===== config.mk =====
export PLATFORM = sky130hd
export DESIGN_NAME = lcd_panel_timer
export DESIGN_NICKNAME = d
export VERILOG_FILES = /design/src/rtl/lcd_tim_pkg.sv /design/src/rtl/lcd_pclk_div.sv /design/src/rtl/lcd_hseq.sv /design/src/rtl/lcd_vseq.sv /design/src/rtl/lcd_panel_timer.sv
export SDC_FILE = /design/constraint.sdc
export NUM_CORES = 1
export LEC_CHECK = 0
export BUFFER_PORTS_ARGS = -buffer_cell sky130_fd_sc_hd__buf_2
export CAP_MARGIN = 20
export CORE_MARGIN = 1
export CORE_UTILIZATION = 64
export DETAILED_ROUTE_END_ITERATION = 6
export GPL_TIMING_DRIVEN = 0
export PLACE_DENSITY = 0.92
export SYNTH_ARGS = -nofsm -noshare
export SYNTH_HDL_FRONTEND = slang
export SYNTH_SLANG_ARGS = --single-unit

===== constraint.sdc =====
create_clock -name clk -period 20.1 [get_ports clk]
set_input_delay 5.025 -clock clk [delete_from_list [all_inputs] [get_ports clk]]
set_output_delay 5.025 -clock clk [all_outputs]
set_load 0.02 [all_outputs]

===== src/rtl/lcd_tim_pkg.sv =====
package lcd_tim_pkg;
    localparam int GROUP_TS    = 8;   // slots per width-field unit
    localparam int LINE_PW_TS  = 9;   // line pulse width
    localparam int RISE_BEFORE = 27;  // line rise, counted back from end of non-display
    localparam int FALL_BEFORE = 18;  // line fall, counted back from end of non-display
    localparam int FRAME_LAG   = 9;   // frame edge, counted back from end of non-display

    function automatic int span_ts(input int field);
        return (field + 1) * GROUP_TS;
    endfunction
endpackage


===== src/rtl/lcd_pclk_div.sv =====
module lcd_pclk_div #(
    parameter int DW = 2
) (
    input  logic          clk,
    input  logic          rst,
    input  logic [DW-1:0] div_sel,
    output logic          tick
);
    typedef struct packed {
        logic [DW-1:0] cnt;
    } div_st_t;

    div_st_t st_d, st_q;

    always_comb begin
        st_d = st_q;
        tick = (st_q.cnt == div_sel);
        if (tick) st_d.cnt = '0;
        else      st_d.cnt = st_q.cnt + 1'b1;
    end

    always_ff @(posedge clk) begin
        if (rst) st_q <= '0;
        else     st_q <= st_d;
    end

    // the phase counter never passes the selected divide value
    assert_div_range_R1: assert property (@(posedge clk) disable iff (rst)
        st_q.cnt <= div_sel);
    // each slot boundary restarts the phase count
    assert_div_restart_R1: assert property (@(posedge clk) disable iff (rst)
        tick |=> (st_q.cnt == '0));
endmodule


===== src/rtl/lcd_hseq.sv =====
module lcd_hseq #(
    parameter int HW = 7,
    parameter int NW = 5,
    parameter int CW = 11
) (
    input  logic          clk,
    input  logic          rst,
    input  logic          tick,
    input  logic [HW-1:0] hdisp,
    input  logic [NW-1:0] hndisp,
    output logic [CW-1:0] h_nxt,
    output logic          line_end,
    output logic          line_o,
    output logic          shift_o,
    output logic          shift2_o,
    output logic          req_o
);
    import lcd_tim_pkg::*;

    typedef struct packed {
        logic [CW-1:0] h;
        logic          line;
        logic          shift;
        logic          shift2;
    } h_st_t;

    h_st_t         st_d, st_q;
    logic [CW-1:0] nd_len;
    logic [CW-1:0] ln_len;
    logic [CW-1:0] last_h;
    logic          nxt_disp;

    always_comb begin
        nd_len   = CW'(span_ts(int'(hndisp)));
        ln_len   = nd_len + CW'(span_ts(int'(hdisp)));
        last_h   = ln_len - CW'(1);
        line_end = tick && (st_q.h == last_h);
        h_nxt    = (st_q.h == last_h) ? '0 : st_q.h + 1'b1;
        nxt_disp = (h_nxt >= nd_len);
        req_o    = tick && nxt_disp;

        st_d = st_q;
        if (tick) begin
            st_d.h      = h_nxt;
            st_d.line   = (h_nxt >= nd_len - CW'(RISE_BEFORE)) &&
                          (h_nxt <  nd_len - CW'(FALL_BEFORE));
            // nd_len is a multiple of 8, so slot parity equals h parity
            st_d.shift  = nxt_disp && h_nxt[0];
            st_d.shift2 = nxt_disp && h_nxt[0];
        end
    end

    always_ff @(posedge clk) begin
        if (rst) st_q <= '0;
        else     st_q <= st_d;
    end

    assign line_o   = st_q.line;
    assign shift_o  = st_q.shift;
    assign shift2_o = st_q.shift2;

    // line pulse and shift activity never overlap
    assert_line_clear_of_shift_R4: assert property (@(posedge clk) disable iff (rst)
        !(st_q.line && st_q.shift));
    // a shift high phase lasts a single slot
    assert_shift_single_slot_R5: assert property (@(posedge clk) disable iff (rst)
        (tick && st_q.shift) |=> !st_q.shift);
    // slot position stays inside the line
    assert_h_in_line_R2: assert property (@(posedge clk) disable iff (rst)
        st_q.h <= last_h);
    // a request is followed by a display slot, never by the line pulse
    assert_req_then_display_R9: assert property (@(posedge clk) disable iff (rst)
        req_o |=> !st_q.line);
endmodule


===== src/rtl/lcd_vseq.sv =====
module lcd_vseq #(
    parameter int NW = 5,
    parameter int VW = 10,
    parameter int CW = 11
) (
    input  logic          clk,
    input  logic          rst,
    input  logic          tick,
    input  logic          line_end,
    input  logic [CW-1:0] h_nxt,
    input  logic [NW-1:0] hndisp,
    input  logic [VW-1:0] nlines,
    output logic          frame_o
);
    import lcd_tim_pkg::*;

    typedef struct packed {
        logic [VW-1:0] v;
        logic          frame;
    } v_st_t;

    v_st_t         st_d, st_q;
    logic [CW-1:0] lag_h;
    logic [VW-1:0] v_nxt;

    always_comb begin
        lag_h = CW'(span_ts(int'(hndisp))) - CW'(FRAME_LAG);
        if (line_end) v_nxt = (st_q.v == nlines) ? '0 : st_q.v + 1'b1;
        else          v_nxt = st_q.v;

        st_d = st_q;
        if (tick) begin
            st_d.v     = v_nxt;
            st_d.frame = ((v_nxt == nlines) && (h_nxt >= lag_h)) ||
                         ((v_nxt == '0)     && (h_nxt <  lag_h));
        end
    end

    always_ff @(posedge clk) begin
        if (rst) st_q <= '{v: nlines, frame: 1'b0};
        else     st_q <= st_d;
    end

    assign frame_o = st_q.frame;

    // line index stays within the programmed frame
    assert_v_in_frame_R7: assert property (@(posedge clk) disable iff (rst)
        st_q.v <= nlines);
    // the frame marker only rises in the last line of a frame
    assert_frame_rise_last_R7: assert property (@(posedge clk) disable iff (rst)
        $rose(st_q.frame) |-> (st_q.v == nlines));
endmodule


===== src/rtl/lcd_panel_timer.sv =====
module lcd_panel_timer #(
    parameter int HW = 7,
    parameter int NW = 5,
    parameter int VW = 10,
    parameter int DW = 2,
    parameter int PW = 8
) (
    input  logic            clk,
    input  logic            rst,
    input  logic [DW-1:0]   div_sel,
    input  logic [HW-1:0]   hdisp,
    input  logic [NW-1:0]   hndisp,
    input  logic [VW-1:0]   nlines,
    input  logic [PW-1:0]   pix_data,
    output logic            pix_req,
    output logic            lcd_frame,
    output logic            lcd_line,
    output logic            lcd_shift,
    output logic            lcd_shift2,
    output logic [PW/2-1:0] lcd_ud,
    output logic [PW/2-1:0] lcd_ld
);
    localparam int CW  = $clog2(((2 ** HW) + (2 ** NW)) * lcd_tim_pkg::GROUP_TS);
    localparam int NBW = PW / 2;

    typedef struct packed {
        logic [PW-1:0] px;
    } dat_st_t;

    logic          tick;
    logic          line_end;
    logic [CW-1:0] h_nxt;
    logic          req;
    dat_st_t       dat_d, dat_q;

    lcd_pclk_div #(.DW(DW)) i_div (
        .clk(clk), .rst(rst), .div_sel(div_sel), .tick(tick)
    );

    lcd_hseq #(.HW(HW), .NW(NW), .CW(CW)) i_hseq (
        .clk(clk), .rst(rst), .tick(tick), .hdisp(hdisp), .hndisp(hndisp),
        .h_nxt(h_nxt), .line_end(line_end), .line_o(lcd_line),
        .shift_o(lcd_shift), .shift2_o(lcd_shift2), .req_o(req)
    );

    lcd_vseq #(.NW(NW), .VW(VW), .CW(CW)) i_vseq (
        .clk(clk), .rst(rst), .tick(tick), .line_end(line_end), .h_nxt(h_nxt),
        .hndisp(hndisp), .nlines(nlines), .frame_o(lcd_frame)
    );

    always_comb begin
        dat_d = dat_q;
        if (tick) dat_d.px = req ? pix_data : '0;
    end

    always_ff @(posedge clk) begin
        if (rst) dat_q <= '0;
        else     dat_q <= dat_d;
    end

    assign pix_req = req;
    assign lcd_ud  = dat_q.px[PW-1:NBW];
    assign lcd_ld  = dat_q.px[NBW-1:0];

    // pixel data never shows while the line pulse is active
    assert_data_quiet_R9: assert property (@(posedge clk) disable iff (rst)
        ((lcd_ud != '0) || (lcd_ld != '0)) |-> !lcd_line);
    // while reset is held the request stays low
    assert_reset_quiet_R8: assert property (@(posedge clk)
        rst |-> !pix_req);
endmodule


-- Word-level counts from Yosys, hierarchy flattened
Cells that the tools add are included.
W data, S select, Z words.
- RAM bits: 0
- word-level logic and storage cells: 42
- bits in latches: 0
- output and inout bits: 13
- bits in registers: 34
- input bits: 34
- memories kept: 0
- memory bits (read-only): 0
- multiply operators: 0
- muxes and demuxes: 6
- add/sub/neg operators: 10
- reductions and logical operators: 10
- shift-type cells: 0
- magnitude comparators: 5
- equality and inequality tests: 4
- divide/modulo/power cells: 0
- bitwise operators: 0
- operators by type and width (cell ; count):
    $ge A11 B11 Y1 ; 3
    $mux W11 ; 3
    $sub A11 B5 Y11 const B ; 3
    $lt A11 B11 Y1 ; 2
    $eq A10 B10 Y1 ; 2
    $mux W10 ; 2
    $add A11 B1 Y11 const B ; 1
    $add A11 B11 Y11 ; 1
    $eq A11 B11 Y1 ; 1
    $sub A11 B1 Y11 const B ; 1
    $add A10 B1 Y10 const B ; 1
    $logic_not A10 Y1 ; 1
    $add A7 B1 Y8 const B ; 1
    $mux W8 ; 1
    $add A5 B1 Y6 const B ; 1
    $logic_and A1 B1 Y1 ; 6
    $add A2 B1 Y2 const B ; 1
    $eq A2 B2 Y1 ; 1
    $reduce_bool A2 Y1 ; 1
    $reduce_or A2 Y1 ; 1
    $logic_or A1 B1 Y1 ; 1

-- Depth between registers and ports, before layout
- depth after elaboration: 11
- depth in mapped cells: 25
- gate-level depth less buffers: 24

-- Cells and area by module
Synthesis repeated with hierarchy kept, for this count alone.
- cells, all modules: 498
- area total of the unflattened synthesis: 3992.6 sq um
- by module, submodules not included (module ; instances ; area each (sq um) ; seq. area each (sq um) ; cells each):
    lcd_hseq ; 1 ; 2152.1 ; 260.2 ; 280
    lcd_vseq ; 1 ; 1420.1 ; 320.3 ; 171
    lcd_panel_timer ; 1 ; 312.8 ; 160.2 ; 35
    lcd_pclk_div ; 1 ; 107.6 ; 40.0 ; 12

-- Least setup slack after synthesis
No wires, ideal clock.
- path type: input to output
- start point: input port hndisp[0]
- end point: output port pix_req
- cell stages on the path: 18
- data required time: 15.075 ns
- path slack: 5.555 ns
- path buffers: 1
- arrival: 9.520 ns
- path through: ha_1 xnor2_1 xnor2_1 inv_1 fa_1 xnor2_1 or4_4 nor4b_4 nand2_1 a211oi_4 clkbuf_1 nor2_1 ha_1 and4_1 nand4_1 nor2_1 o21ai_0 a21oi_1
- word-level cells in the longest chain between the ends: 7
- ends and longest elaborated chain (element ; RTL line ; text):
    start, declared ; lcd_panel_timer.sv:12 ; input logic [NW-1:0] hndisp,
    $add A5 B1 Y6 ; lcd_tim_pkg.sv:9 ; return (field + 1) * GROUP_TS;
    $add A11 B11 Y11 ; lcd_hseq.sv:35 ; ln_len = nd_len + CW'(span_ts(int'(hdisp)));
    $sub A11 B1 Y11 ; lcd_hseq.sv:36 ; last_h = ln_len - CW'(1);
    $eq A11 B11 Y1 ; lcd_hseq.sv:38 ; h_nxt = (st_q.h == last_h) ? '0 : st_q.h + 1'b1;
    $mux W11 ; lcd_hseq.sv:38 ;
    named net h_nxt[5] ; lcd_panel_timer.sv:32 ; logic [CW-1:0] h_nxt;
    $ge A11 B11 Y1 ; lcd_hseq.sv:39 ; nxt_disp = (h_nxt >= nd_len);
    $logic_and A1 B1 Y1 ; lcd_hseq.sv:40 ; req_o = tick && nxt_disp;
    end, declared ; lcd_panel_timer.sv:15 ; output logic pix_req,
The timed path passes the listed nets, and every way through them passes these cells.

-- Worst setup path in the final report
Ends and elaborated chain as after synthesis.

==> metrics <==
clock share of power 0.303; post-route worst hold slack 481 ps; buffers inserted by post-CTS timing repair 0; pin count of the biggest net entering global routing 13; synth-to-layout area growth 11.8%; setup repair after global routing missed its margin no; Pre-antenna DRT Iters 6; core outline area 0.00557 mm²; met2 Resource Use GR 0.530; maximum frequency from static timing analysis 63.8 MHz; number of H-tree branching levels 2; syn_area_per_cell 7.92 µm²; final number of max-transition violations 0; Avg Vias per Cell 6.34; die area 0.00618 mm²; result of the run completed; post-synth design cell area 0.00375 mm²; Placement Rows 27; Slew Limit Headroom 0.368; final setup violation count 0; Min-Delay Startpoint dat_q[4]; non-filler instance count after layout 597; root buffer cell clkbuf_8; overall global routing resource usage 0.322; clock transition time at the flip-flop clock pins of the worst setup and hold paths 80 ps; maximum count of clock buffers along a single path 2; Reg2Reg Capture Point i_vseq.frame_o; CP Capture Type output pin; TritonCTS buffer count 5; data required time at the worst endpoint 15070 ps; Least-Margin Pin Slew 941 ps; instance count along the most critical hold path 1; starting density of the core 0.673; remaining antenna violation count after routing 0; number of different library cells in the post-synthesis netlist 55; vertical die dimension 78.6 µm; share of the yosys chip area belonging to registers 0.208; drt first-iter violations 327; initial antenna violation count 0; number of flops mapped to enable cells by yosys 10; most used routing layer in global routing met2; count of mapped cells out of synthesis 474; dominant cell type by count on the critical path xnor2_1; remaining routing DRC violations 0; prevailing post-synth register cell dfxtp_1; Tcrit/Tclk final 0.780; net switching power 91.8 µW; via total after detailed routing 3783; number of ports placed on the die boundary 47; met3 Usage GRT 0.0535; endpoint of the worst hold-timing path dat_q[4]; highest ir drop seen on vdd 0.0617 mV; Die X 78.6 µm; final HPWL from detailed placement 7190 µm; cell-by-cell trace of the critical path buf_2 > ha_1 > xnor2_1 > xnor2_1 > inv_1 > fa_1 > xnor2_1 > or4_4 > nor4b_4 > nand2_1 > a211oi_4 > clkbuf_1 > nor2_1 > ha_1 > and4_1 > nand4_1 > nor2_1 > o21ai_0 > a21oi_1 > buf_2; routability congestion estimate from global placement 0.929; number of instances in the placed design 589; number of filler instances in the final layout 416; leftover overflow at the end of global routing 0; CTS tree built; crit start category primary input; via count of the first global-routing pass 3398; met1 demand-to-capacity share in global routing 0.431; worst reg2reg path startpoint i_hseq.st_q[3]; Critical-path top delay cell xnor2_1; diode insertion count for antenna repair 0; count of cells resized by post-cts repair 0; Routed Wire Length 9440 µm; CTS Hold Bufs 0; later-pin clock latency in the skew report 300 ps; number of port buffers 43; Final min period 15680 ps; number of flip-flops and latches in the synthesized netlist 34; sw frac 0.357; total clock sinks 34; cell-internal power 165 µW; hold violation total from the final report 0; share of flip-flops with an asynchronous set or reset 0; final sum of negative setup slack 0 ps; critical path class in -> out; register share of total power 0.323; wire length of the first global-routing pass 15900 µm; arrival time of data at the critical path endpoint 10660 ps; Routed wire per std cell 15.8 µm; worst clock skew on the final layout 4.96 ps; power share of the combinational group 0.374; Max stage delay on crit path 760 ps; Register-to-Register Setup Slack 14460 ps; Yosys warning total 0; leakage 1.78 nW; Max Cap Viol 0; class of the tightest hold or removal check reg -> reg; Post-Synthesis Net Count 552; ratio of cells with drive above 1 in the final layout 0.122; Nets 602; largest fanout of any net on the critical path 10; number of cells traversed by the worst register-to-register path 17; P per Cell Area 61.2 mW/mm²
==> placed cells by master, fill, tap and decap left out, drive strengths merged, types with 2 or more instances in the layout <==
cell,count
buf,46
mux2i,5
clkbuf,26
mux2,4
a31oi,2
nand2,44
o31ai,4
or4,2
nand2b,7
o21bai,5
a221oi,3
a21oi,28
nand4,5
a221o,2
nand3,20
a32oi,2
and4,2
and3,6
nor4,4
nor2b,9
a21o,8
inv,25
a211oi,3
o2111ai,3
xnor2,38
a22o,19
nand4b,4
xor2,20
edfxtp,10
o311ai,4
dfxtp,24
nand3b,3
bufinv,2
nor2,45
o21ai,23
ha,43
o22ai,3
nor3,5
and2,6
==> synth_stat cells, drive strengths merged (4+ instances only) <==
cell type / number / area, µm²
nor4: 4 / 25.0
a22o: 19 / 166
mux2i: 5 / 50.1
nor3: 5 / 25.0
nor2b: 9 / 56.3
dfxtp: 24 / 480
nand2: 44 / 165
nand4b: 4 / 35.0
and2: 6 / 40.0
o311ai: 4 / 35.0
inv: 25 / 93.8
nand3: 20 / 100
o21ai: 23 / 115
a21o: 8 / 60.1
nor2: 45 / 169
edfxtp: 10 / 300
mux2: 4 / 45.0
ha: 43 / 538
o21bai: 5 / 37.5
xor2: 20 / 175
nand4: 5 / 31.3
clkbuf: 21 / 78.8
a21oi: 28 / 140
xnor2: 38 / 333
o31ai: 4 / 30.0
nand2b: 7 / 43.8
and3: 6 / 37.5
==> power by group through the flow <==
| stage | Clock (mW) | Combinational, mW | Sequential [mW] |
|---|---|---|---|
| 2_1_floorplan | 0 | 0.0710 | 0.0833 |
| 3_3_place_gp | 0 | 0.0899 | 0.0838 |
| 3_5_place_dp | 0 | 0.0935 | 0.0841 |
| 4_1_cts | 0.0777 | 0.0944 | 0.0826 |
| 5_1_grt | 0.0807 | 0.107 | 0.0834 |
| 6_report | 0.0778 | 0.0962 | 0.0829 |
==> metal layers <==
layer	share of wire	up-vias
li1	-	1791
met4	0.023	0
met5	0	-
met1	0.42	1748
met2	0.47	208
met3	0.084	36
==> layout make-up <==
cell class	count	area (µm²)	share of cell area
inverter	25	93.8	0.0224
buffer	24	95.1	0.0227
tap	72	90.1	0.0215
timing repair buffer	43	215	0.0513
clock inverter	3	68.8	0.0164
clock buffer	5	68.8	0.0164
multi-input combinational	391	2780	0.663
sequential	34	781	0.186
==> cell families (layout without fill, tap and decap cells) <==
logic type | Yosys count | count (layout) | share of synthesized area
compound gates | 113 | 113 | 0.206
xor+xnor | 58 | 58 | 0.135
fa+ha+maj | 45 | 45 | 0.151
buf+inv | 49 | 100 | 0.0503
flops | 34 | 34 | 0.208
mux | 9 | 9 | 0.0253
simple gates | 166 | 166 | 0.223
==> stage by stage <==
| step | utilization | power, mW | instance area [µm²] | worst slack [ps] |
|---|---|---|---|---|
| after global placement | 0.728 | 0.174 | 4060 | 4650 |
| after floorplan | - | 0.154 | 3750 | 5560 |
| after detailed placement | 0.728 | 0.178 | 4060 | 4510 |
| final | 0.753 | 0.257 | 4200 | 4420 |
| after CTS | 0.753 | 0.255 | 4200 | 4490 |
| after global routing | 0.753 | 0.271 | 4200 | 4110 |
==> worst max path at each step <==
stage,start,endpoint,slack (ps)
6_report,hndisp[0],pix_req,4420
5_1_grt,hndisp[0],pix_req,4110
4_1_cts,hndisp[0],pix_req,4490
3_5_place_dp,hndisp[0],pix_req,4510
3_3_place_gp,hndisp[0],pix_req,4650
2_1_floorplan,hndisp[0],pix_req,5560
==> flip-flops by register name, summed over array words and instances (netlist names) <==
| signal | count |
|---|---|
| i_hseq.shift_o | 1 |
| i_vseq.frame_o | 1 |
| i_hseq.st_q | 11 |
| i_vseq.st_q | 10 |
| i_hseq.line_o | 1 |
| i_div.st_q | 2 |
| dat_q | 8 |
==> critical path: cells and delay by family <==
kind	cells	cell delay (ps)
xor gates and xnor gates	3	1140
and+or+nand+nor	7	1730
adders and majority gates	3	1120
AOI/OAI and AO/OA	3	760
buffers and inverters	4	880
Power figures use the tool's default switching activity.
